## src/rtl/tmr_pkg.sv

```systemverilog
package tmr_pkg;
  typedef enum logic [2:0] {
    CS_DIV2 = 3'd0, CS_DIV4 = 3'd1, CS_DIV8 = 3'd2, CS_DIV32 = 3'd3,
    CS_DIV128 = 3'd4, CS_DIV512 = 3'd5, CS_DIV2048 = 3'd6, CS_EXT = 3'd7
  } clk_sel_e;

  typedef enum logic [1:0] {
    EDGE_FALL = 2'd0, EDGE_RISE = 2'd1, EDGE_ANY = 2'd2, EDGE_ANY2 = 2'd3
  } edge_sel_e;

  // number of prescaler bits that must all be ones to produce a tick
  function automatic int div_shift(logic [2:0] sel);
    case (sel)
      3'd0: return 1;
      3'd1: return 2;
      3'd2: return 3;
      3'd3: return 5;
      3'd4: return 7;
      3'd5: return 9;
      default: return 11;
    endcase
  endfunction

  function automatic logic edge_hit(logic [1:0] es, logic rise, logic fall);
    case (es)
      2'd0: return fall;
      2'd1: return rise;
      default: return rise | fall;
    endcase
  endfunction
endpackage

```

## src/rtl/tmr_prescaler.sv

```systemverilog
module tmr_prescaler #(
  parameter int PRE_W = 11
) (
  input  logic       clk,
  input  logic       rst_n,
  input  logic       clr,
  input  logic [2:0] sel,
  output logic       tick
);
  logic [PRE_W-1:0] pre;
  logic [PRE_W-1:0] mask;

  always_comb begin
    mask = '0;
    for (int i = 0; i < PRE_W; i++) mask[i] = (i < tmr_pkg::div_shift(sel));
  end

  assign tick = &(pre | ~mask);

  always_ff @(posedge clk or negedge rst_n) begin
    if (!rst_n)   pre <= '0;
    else if (clr) pre <= '0;
    else          pre <= pre + 1'b1;
  end
endmodule

```

## src/rtl/tmr_edge_sync.sv

```systemverilog
module tmr_edge_sync #(
  parameter int STAGES = 2
) (
  input  logic clk,
  input  logic rst_n,
  input  logic pin,
  output logic rise,
  output logic fall
);
  logic [STAGES:0] sh;

  always_ff @(posedge clk or negedge rst_n) begin
    if (!rst_n) sh <= '0;
    else        sh <= {sh[STAGES-1:0], pin};
  end

  assign rise = sh[STAGES-1] & ~sh[STAGES];
  assign fall = ~sh[STAGES-1] & sh[STAGES];
endmodule

```

## src/rtl/tmr_core.sv

```systemverilog
module tmr_core #(
  parameter int W = 8
) (
  input  logic         clk,
  input  logic         rst_n,
  input  logic         start,
  input  logic         run_en,
  input  logic         cap_mode,
  input  logic         tick,
  input  logic         cap_hit,
  input  logic [W-1:0] cmp_val,
  output logic [W-1:0] count,
  output logic [W-1:0] cap_val,
  output logic         irq,
  output logic         cmp_out,
  output logic         match_evt,
  output logic         cap_evt
);
  assign match_evt = !start && !cap_mode && run_en && tick && (count == cmp_val);
  assign cap_evt   = !start && cap_mode && run_en && cap_hit;

  always_ff @(posedge clk or negedge rst_n) begin
    if (!rst_n) begin
      count   <= '0;
      cap_val <= '0;
      irq     <= 1'b0;
      cmp_out <= 1'b0;
    end else begin
      irq <= match_evt | cap_evt;
      if (start) begin
        count   <= '0;
        cmp_out <= 1'b0;
      end else if (cap_evt) begin
        cap_val <= count;
        count   <= '0;
      end else if (match_evt) begin
        count   <= '0;
        cmp_out <= ~cmp_out;
      end else if (run_en && tick) begin
        count <= count + 1'b1;
      end
    end
  end
endmodule

```

## src/rtl/timer_capcmp.sv

```systemverilog
module timer_capcmp #(
  parameter int W     = 8,
  parameter int PRE_W = 11
) (
  input  logic         clk,
  input  logic         rst_n,
  input  logic         start,
  input  logic         run_en,
  input  logic         cap_mode,
  input  logic [2:0]   clk_sel,
  input  logic [1:0]   edge_sel,
  input  logic [W-1:0] cmp_val,
  input  logic         ext_clk,
  input  logic         cap_in,
  output logic [W-1:0] count,
  output logic [W-1:0] cap_val,
  output logic         irq,
  output logic         cmp_out
);
  logic pre_tick, ext_rise, ext_fall, cap_rise, cap_fall;
  logic tick, cap_hit, match_evt, cap_evt;

  tmr_prescaler #(.PRE_W(PRE_W)) u_pre (
    .clk(clk), .rst_n(rst_n), .clr(start), .sel(clk_sel), .tick(pre_tick)
  );

  tmr_edge_sync #(.STAGES(2)) u_ext (
    .clk(clk), .rst_n(rst_n), .pin(ext_clk), .rise(ext_rise), .fall(ext_fall)
  );

  tmr_edge_sync #(.STAGES(2)) u_cap (
    .clk(clk), .rst_n(rst_n), .pin(cap_in), .rise(cap_rise), .fall(cap_fall)
  );

  assign tick    = (clk_sel == tmr_pkg::CS_EXT) ? ext_rise : pre_tick;
  assign cap_hit = tmr_pkg::edge_hit(edge_sel, cap_rise, cap_fall);

  tmr_core #(.W(W)) u_core (
    .clk(clk), .rst_n(rst_n), .start(start), .run_en(run_en),
    .cap_mode(cap_mode), .tick(tick), .cap_hit(cap_hit), .cmp_val(cmp_val),
    .count(count), .cap_val(cap_val), .irq(irq), .cmp_out(cmp_out),
    .match_evt(match_evt), .cap_evt(cap_evt)
  );

  logic unused_ext_fall;
  assign unused_ext_fall = ext_fall;
endmodule

```

## config.mk

```make
export PLATFORM = sky130hd
export DESIGN_NAME = timer_capcmp
export DESIGN_NICKNAME = d
export VERILOG_FILES = /design/src/rtl/tmr_pkg.sv /design/src/rtl/tmr_prescaler.sv /design/src/rtl/tmr_edge_sync.sv /design/src/rtl/tmr_core.sv /design/src/rtl/timer_capcmp.sv
export SDC_FILE = /design/constraint.sdc
export NUM_CORES = 1
export LEC_CHECK = 0
export BUFFER_PORTS_ARGS = -buffer_cell sky130_fd_sc_hd__buf_4
export CAP_MARGIN = 40
export CORE_MARGIN = 2
export CORE_UTILIZATION = 59
export DETAILED_ROUTE_END_ITERATION = 6
export GPL_TIMING_DRIVEN = 1
export PLACE_DENSITY = 0.9
export SYNTH_ARGS = -nofsm -noshare
export SYNTH_HDL_FRONTEND = slang
export SYNTH_SLANG_ARGS = --single-unit
```

## constraint.sdc

```tcl
create_clock -name clk -period 4.2 [get_ports clk]
set_input_delay 0.63 -clock clk [delete_from_list [all_inputs] [get_ports clk]]
set_output_delay 0.63 -clock clk [all_outputs]
set_load 0.005 [all_outputs]
```

# After elaboration in Yosys (flattened, before gate mapping)
# Index checks and enable logic that the tools add are counted.
dict set report totals {
  ff_bits 35
  in_bits 20
  out_inout_bits 18
  elab_cells 69
}
dict set report op_classes {
  addsub 2
  n_lt_le_gt_ge 11
  eq_ne 9
  n_mux 11
  n_bitwise 12
  reduce_logical 17
}
# cell count
set op_table {}
lappend op_table {{two-way mux 8 bit} 4}
lappend op_table {{one-hot mux 4 bit (6 select lines)} 1}
lappend op_table {{less-than comparator 3 x 4 -> 1 bit, first input constant} 4}
lappend op_table {{less-than comparator 4 bit, first input constant} 3}
lappend op_table {{adder 11 x 1 -> 11 bit, second input constant} 1}
lappend op_table {{two-way mux 11 bit} 1}
lappend op_table {{NOT 11 bit} 1}
lappend op_table {{bitwise OR 11 bit} 1}
lappend op_table {{AND reduction 11 bit} 1}
lappend op_table {{equality test 3 bit, second input constant} 3}
lappend op_table {{adder 8 x 1 -> 8 bit, second input constant} 1}
lappend op_table {{equality test 8 bit} 1}
lappend op_table {{logical AND 1 bit} 8}
lappend op_table {{less-than comparator 1 x 4 -> 1 bit, first input constant} 2}
lappend op_table {{less-than comparator 2 x 4 -> 1 bit, first input constant} 2}
lappend op_table {{equality test 3 x 2 -> 1 bit, second input constant} 2}
lappend op_table {{NOT 1 bit} 5}
lappend op_table {{two-way mux 1 bit} 4}
lappend op_table {{AND reduction 2 bit} 2}
lappend op_table {{nonzero test 4 bit} 1}
lappend op_table {{AND 1 bit} 3}
lappend op_table {{equality test 3 x 1 -> 1 bit, second input constant} 1}
lappend op_table {{zero test 3 bit} 1}
lappend op_table {{equality test 2 x 1 -> 1 bit, second input constant} 1}
lappend op_table {{other kinds (6)} 8}

# Longest topological paths before layout
# Gate-level depths: netlist (run 1).
dict set report depth {
  depth_word 12
  mapped_depth 9
  depth_no_buf 8
}

# Cells and area by module
# Synthesis (run 1) repeated with hierarchy kept, for this count alone.
dict set report hier_totals {
  hier_cells 166
  hier_area_um2 1732.9
}
# mod instances cells_per_inst area_each_um2 seq_area_each_um2
set modules_own_cells {}
lappend modules_own_cells {tmr_core 1 94 950.9 450.4}
lappend modules_own_cells {tmr_prescaler 1 56 560.5 275.3}
lappend modules_own_cells {tmr_edge_sync 2 5 90.1 75.1}
lappend modules_own_cells {timer_capcmp 1 6 41.3 0.0}

# Least setup slack after synthesis (run 1)
# Ideal clock, no wire load.
dict set report synth_timing {
  kind {input to register}
  startpoint {input clk_sel[1]}
  endpoint {register u_core.cmp_out}
  setup_time_ps 125
  arrival_time_ps 2569
  t_required_ps 4075
  setup_slack_ps 1507
  stages 9
  path_cell_list {buf_2 > inv_1 > ha_1 > or3b_1 > a31o_1 > a21oi_4 > nand3_4 > a21oi_2 > mux2_2}
}
dict set report synth_between {
  elab_chain_len 11
  word_cells_on_any_way 27
  cone_classes {order compare: 11; eq/ne: 6; mux: 2; bitwise: 2; reduce/logical: 6}
}
# item line_no
set synth_rtl {}
lappend synth_rtl {{from (decl)} timer_capcmp.sv:10} ;# input logic [2:0] clk_sel,
lappend synth_rtl {{equality test 3 bit, or another cell as far along} tmr_pkg.sv:13} ;# case (sel)
lappend synth_rtl {{one-hot mux 4 bit (6 select lines)} tmr_pkg.sv:13}
lappend synth_rtl {{less-than comparator 1 x 4 -> 1 bit, or another cell as far along} tmr_prescaler.sv:15} ;# for (int i = 0; i < PRE_W; i++) mask[i] = (i < tmr_pkg::div_shift(sel));
lappend synth_rtl {{NOT 11 bit} tmr_prescaler.sv:18} ;# assign tick = &(pre | ~mask);
lappend synth_rtl {{bitwise OR 11 bit} tmr_prescaler.sv:18}
lappend synth_rtl {{AND reduction 11 bit} tmr_prescaler.sv:18}
lappend synth_rtl {{two-way mux 1 bit (*)} timer_capcmp.sv:35} ;# assign tick = (clk_sel == tmr_pkg::CS_EXT) ? ext_rise : pre_tick;
lappend synth_rtl {{logical AND 1 bit (*) (2 in series)} tmr_core.sv:19} ;# assign match_evt = !start && !cap_mode && run_en && tick && (count == cmp_val);
lappend synth_rtl {{nonzero test 2 bit (no source line) (*)} n/a}
lappend synth_rtl {{AND reduction 2 bit (no source line) (*)} n/a}
lappend synth_rtl {{to (signal assigned)} tmr_core.sv:38} ;# cmp_out <= ~cmp_out;
lappend synth_rtl {{to (decl)} tmr_core.sv:15} ;# output logic cmp_out,
# Every way passes the cells marked *; elsewhere a longest branch is shown, timed or not.
# A chain may end at the register's enable or synchronous reset.

# Final worst setup path (run 1)
# Same ends and word-level chain as after synthesis.

==> qor.txt, run 1 <==
Slowest stage delay, CP = 0.36 ns
Area Growth Syn to Fin = 17.9%
Period minus WS final = 2.48 ns
Total Power = 605 uW
CP Capture Type = register
DRT iter0 DRCs = 97
Post-Syn Nets = 222
Full die area = 3880 um^2
Clock root cell = clkbuf_4
Most frequent cells in the layout = 37 x buf_4, 35 x dfrtp_1, 17 x nor2_1
Vias = 1609
Final setup violation count = 0
WL final = 4180 um
First drt pass iteration count = 4
Vias in the first global route = 1553
Crit path buf inv count = 2
Max Freq = 0.404 GHz
Cts repair resizes = 0
Hpwl dp = 3090 um
Routed vias/inst = 5.79
Crit-path cells = buf_4, inv_1, ha_1, or3b_1, a31o_1, a21oi_4, nand3_4, a21oi_2, mux2_2
Hold crit path type = in2async
Fin crit share = 59.0%
First-pass GRT wire length = 7260 um
Cell internal pwr = 453 uW
Most common cell after layout, fill and taps aside = buf_4
Status = finished, final reports clean
Kind of start point of the critical path = primary input
PwrDens = 256 nW/um^2
Yosys warning count = 0
Sum Neg Setup Slack = 0 ns
Wire per inst = 15.0 um
GRT overflow = 0
Seq cells post-synth = 35
Maxcap violations = 0
Layout cell share with drive strength beyond 1 = 27.6%
Gate Count Post-Synth = 195
Clk_skew = 0.00809 ns
# clock sinks = 35
Cell area after synthesis = 2000 um^2
Req. time, crit path = 4.44 ns
Combinational fraction of design power = 11.9%
Number of synthesized flops with an enable pin = 0
Rel. slew slack = 54.1%
Syn Area/Cell = 10.3 um^2
Unrepaired setup endpoints after global routing = no
Worst IR Drop VDD = 230 uV
Crit Path Max Fanout = 14
Hold Violations, Final = 0
Sw Pwr = 153 uW
Pin count of the biggest net entering global routing = 36
Core Box Area = 3310 um^2
Lkg Pwr = 0.00106 uW
Slew at the pin closest to its max-slew limit = 0.686 ns
Place WS = 1.39 ns
Initial antenna violation count = 0
Worst Setup Path Type = in2reg
H-tree levels = 2
Longest Clk Path Bufs = 2
CTS clk-pin slew, worst paths = 0.10 ns
Die width = 62.3 um
Residual DRC = 0
Setup bufs post-CTS = 0
Final net count = 259
GR Util All Layers = 23.7%
Clock Power Share = 30.5%
Clk_lat worst skew = 0.34 ns
CTS buffer count = 5
Antenna diodes = 0
CTS tree = done
Final Max Tran Viols = 0
Cell row count = 21
Initial Util = 60.5%
Die height = 62.3 um
Crit path arrival time = 2.71 ns
CP top delay family = compound AO/OA/AOI/OAI gates
Slack of the critical path = 1.72 ns
Ys async rst share = 100%
Post-synthesis sequential area ratio = 43.7%
Port bufs = 37
Unique masters post-synth = 45
Sw frac = 25.2%
Sequential share of power = 57.6%
# IOs = 38
Ys flop type = dfrtp_1
Antenna Nets Post-Route = 0
CP max stage cell = or3b_1
Final Wtd Congestion = 0.920
Cts hold-fix bufs = 0
stage by stage:
stage	hold slack, ns	util (%)	cell area, um^2	instances
floorplan	0.331	-	2000	195
global placement	0.336	69.6	2300	271
detailed placement	0.335	69.6	2300	271
CTS	0.232	71.3	2360	278
global route	0.242	71.3	2360	278
finish	0.224	71.3	2360	278
per-layer routing:
metal	global-route usage (%)	vias up	wire (um)	part of all wire [%]
li1	-	770	-	-
met1	34.1	776	1970	47
met2	35.2	58	1940	46
met3	6.34	5	234	5.6
met4	8.06	0	33	0.79
met5	0	-	0	0
Yosys cell counts (2+ instances only):
| cell | count | area (um^2) |
|---|---|---|
| buf_2 | 3 | 15.0 |
| nand2_1 | 9 | 33.8 |
| nand2b_1 | 3 | 18.8 |
| nand4_1 | 4 | 25.0 |
| nand3b_1 | 6 | 45.0 |
| nor3b_1 | 2 | 15.0 |
| o21ai_0 | 5 | 25.0 |
| nor2b_1 | 2 | 12.5 |
| xor2_1 | 8 | 70.1 |
| nor2_1 | 17 | 63.8 |
| inv_1 | 9 | 33.8 |
| xnor2_1 | 10 | 87.6 |
| ha_1 | 7 | 87.6 |
| a21oi_1 | 5 | 25.0 |
| and3_2 | 2 | 15.0 |
| o21bai_1 | 2 | 15.0 |
| dfrtp_1 | 35 | 876 |
| nand3_1 | 16 | 80.1 |
| or3b_1 | 2 | 17.5 |
| mux2i_1 | 4 | 40.0 |
| and3_1 | 3 | 18.8 |
| a211oi_1 | 3 | 22.5 |
| mux2_2 | 10 | 113 |
| o211ai_1 | 4 | 30.0 |
| clkbuf_1 | 3 | 11.3 |
| o2111ai_1 | 2 | 17.5 |
logic make-up (layout without fill, tap and decap cells):
logic type / after synthesis / in the layout / share of synthesized area [%]
AOI/OAI and AO/OA: 30 / 30 / 11.9
xor gates and xnor gates: 18 / 18 / 7.87
adders and majority gates: 7 / 7 / 4.37
buffers and inverters: 16 / 53 / 3.37
DFF: 35 / 35 / 43.7
muxes: 14 / 14 / 7.62
and+or+nand+nor: 75 / 75 / 21.1
power by group through the flow:
| stage | combinational (uW) | sequential (uW) | clock (uW) |
|---|---|---|---|
| after detailed placement | 72.4 | 355 | 0 |
| after global routing | 80.5 | 350 | 203 |
| after floorplan | 41.5 | 354 | 0 |
| after CTS | 72.8 | 348 | 188 |
| after global placement | 70.6 | 355 | 0 |
| final | 72.0 | 349 | 185 |
registers in the layout, summed over array words and instances (netlist names):
name            cells
u_core.count        8
u_cap.sh            3
u_core.cmp_out      1
u_core.cap_val      8
u_ext.sh            3
u_pre.pre          11
u_core.irq          1
layout make-up:
| class | count | area (um^2) |
|---|---|---|
| Inverter | 9 | 33.8 |
| Multi-Input combinational cell | 144 | 1060 |
| Tap cell | 46 | 57.6 |
| Sequential cell | 35 | 876 |
| Timing Repair Buffer | 37 | 278 |
| Fill cell | 285 | 950 |
| Clock buffer | 6 | 51.3 |
| Clock inverter | 1 | 5.00 |
final timing paths:
| check | startpoint | end | slack (ns) | cells past startpoint |
|---|---|---|---|---|
| setup / recovery | clk_sel[1] | u_core.cmp_out$_DFFE_PN0P_ | 1.72 | 9 |
| hold / removal | rst_n | u_pre.pre[8]$_DFF_PN0_ | 0.22 | 1 |
| setup reg to reg | u_core.count[0]$_DFFE_PN0P_ | u_core.count[5]$_DFFE_PN0P_ | 1.88 | 6 |
| hold reg to reg | u_ext.sh[0]$_DFF_PN0_ | u_ext.sh[1]$_DFF_PN0_ | 0.36 | 0 |
| max in group asynchronous | rst_n | u_core.cap_val[2]$_DFFE_PN0P_ | 3.67 | 1 |
| min in group clk | u_ext.sh[0]$_DFF_PN0_ | u_ext.sh[1]$_DFF_PN0_ | 0.36 | 0 |
Note: power is estimated with default switching activity, not from simulation.
==> run 2, diff against run 1 <==
- CORE_UTILIZATION: 59 -> 50
- PLACE_DENSITY: 0.9 -> 0.82
- clock period: 4.2 -> 2.17 ns (I/O delays scaled with it)
==> qor.txt, run 2 (same netlist as run 1, synthesis figures left out) <==
DRT iter0 DRCs = 108
Clk_skew = 0.00490 ns
Crit Path Max Fanout = 5
Place WS = -0.0759 ns
Hpwl dp = 3490 um
Rel. slew slack = 71.1%
Most frequent cells in the layout = 53 x buf_4, 35 x dfrtp_1, 17 x nor2_1
Crit. Startpoint = u_cap.sh[1]$_DFF_PN0_
Biggest register = u_pre.pre
Crit path buf inv count = 1
Worst Hold Path Cells = 1
Critical path depth in cells = 8
H-tree levels = 2
Worst flop-to-flop path startpoint = u_cap.sh[1]$_DFF_PN0_
Worst R2R End = u_core.count[5]$_DFFE_PN0P_
Initial Util = 51.2%
Regs by FF count = u_pre.pre (11), u_core.cap_val (8), u_core.count (8)
CTS clk-pin slew, worst paths = 0.07 ns
Post-place instance area = 2450 um^2
Hold Violations, Final = 0
CP Capture Type = register
Slowest stage delay, CP = 0.38 ns
Setup crit end = u_core.count[5]$_DFFE_PN0P_
Sw frac = 23.0%
Vias = 1666
Combinational fraction of design power = 11.2%
Cell internal pwr = 1110 uW
CP max stage cell = dfrtp_1
Most common cell after layout, fill and taps aside = buf_4
Sw Pwr = 334 uW
Status = finished, final reports clean
Pin count of the biggest net entering global routing = 36
Final Wtd Congestion = 0.888
Hold slack = 0.136 ns
Die width = 67.3 um
# IOs = 38
Area Growth Syn to Fin = 28.9%
Hold crit path type = in2reg
Maxcap violations = 0
Vias in the first global route = 1603
Sum Neg Setup Slack = 0 ns
Layout cell share with drive strength beyond 1 = 33.6%
Longest Clk Path Bufs = 2
Clk_lat worst skew = 0.29 ns
Post-route design area = 2580 um^2
Reg2reg setup slack = 0.06 ns
Kind of start point of the critical path = register
Crit-path cells = inv_1, ha_1, mux2_2, o2111ai_1, nand2b_1, nor2_1, a211oi_1, mux2i_1
CTS tree = done
Req. time, crit path = 2.34 ns
Antenna Nets Post-Route = 0
First-pass GRT wire length = 7420 um
WL final = 4580 um
R2R depth = 8
Die height = 67.3 um
Core Box Area = 3910 um^2
Wire per inst = 15.3 um
Worst IR Drop VDD = 427 uV
Final Max Tran Viols = 0
Slack of the critical path = 0.0649 ns
PwrDens = 561 nW/um^2
Cells after DPL = 291
CP top delay family = simple AND/OR/NAND/NOR gates
Cts repair resizes = 0
# clock sinks = 35
Routed vias/inst = 5.55
Unrepaired setup endpoints after global routing = yes
Sequential share of power = 46.7%
Antenna diodes = 0
Worst Setup Path Type = reg2reg
Final non-filler cell total = 300
Cell row count = 23
Max reg flops = 11
Crit path arrival time = 2.28 ns
Final setup violation count = 0
Max Freq = 0.475 GHz
Residual DRC = 0
Filler cells = 330
Setup bufs post-CTS = 0
Final net count = 276
Fin crit share = 97.0%
Port bufs = 37
GRT overflow = 0
GR Util All Layers = 21.8%
Period minus WS final = 2.11 ns
Clock root cell = clkbuf_8
Clock Power Share = 42.1%
Initial antenna violation count = 0
Slew at the pin closest to its max-slew limit = 0.433 ns
CTS buffer count = 5
First drt pass iteration count = 4
Full die area = 4530 um^2
Lkg Pwr = 0.00117 uW
run 2: cell types whose count changed in the layout (fill, tap and decap cells not counted), moves of 2 or more:
cell,before,now
clkbuf_8,1,6
inv_2,0,2
inv_1,9,7
clkbuf_4,5,0
buf_4,37,53
run 2: through the flow:
stage	total power [uW]	utilization, %
after floorplan	768	-
after global placement	842	62.7
after detailed placement	849	62.7
after CTS	1460	66.0
after global routing	1500	66.0
final	1450	66.0
run 2: worst min-delay path by stage:
stage | from | end | slack (ns)
6_report | ext_clk | u_ext.sh[0]$_DFF_PN0_ | 0.14
3_5_place_dp | rst_n | u_core.count[5]$_DFFE_PN0P_ | 0.30
2_1_floorplan | rst_n | u_cap.sh[0]$_DFF_PN0_ | 0.03
3_3_place_gp | rst_n | u_core.count[6]$_DFFE_PN0P_ | 0.29
5_1_grt | ext_clk | u_ext.sh[0]$_DFF_PN0_ | 0.13
4_1_cts | ext_clk | u_ext.sh[0]$_DFF_PN0_ | 0.13
run 2: layout make-up:
cell class / instances / area, um^2 / area share [%]
tap: 50 / 62.6 / 2.42
clock buffer: 6 / 82.6 / 3.20
multi-input combinational: 144 / 1080 / 42.0
timing repair buffer: 54 / 408 / 15.8
clock inverter: 2 / 35.0 / 1.36
inverter: 9 / 33.8 / 1.31
sequential: 35 / 876 / 33.9
run 2: power groups by stage:
| stage | sequential, uW | clock, uW | combinational, uW |
|---|---|---|---|
| 6_report | 675 | 609 | 162 |
| 5_1_grt | 676 | 650 | 179 |
| 4_1_cts | 675 | 621 | 164 |
| 3_5_place_dp | 688 | 0 | 162 |
| 3_3_place_gp | 686 | 0 | 155 |
| 2_1_floorplan | 684 | 0 | 84.0 |
run 2: timing repair:
action / in CTS / in global routing
hold buffers: 1 / 0
hold endpoints to repair: 35 / 0
endpoints found under the setup margin: 0 / 5
run 2: metal layers:
metal / global-route usage (%) / wire (um)
met2: 34.7 / 2200
met5: 0 / 0
met1: 29.8 / 1980
met4: 5.87 / 50
met3: 5.50 / 343
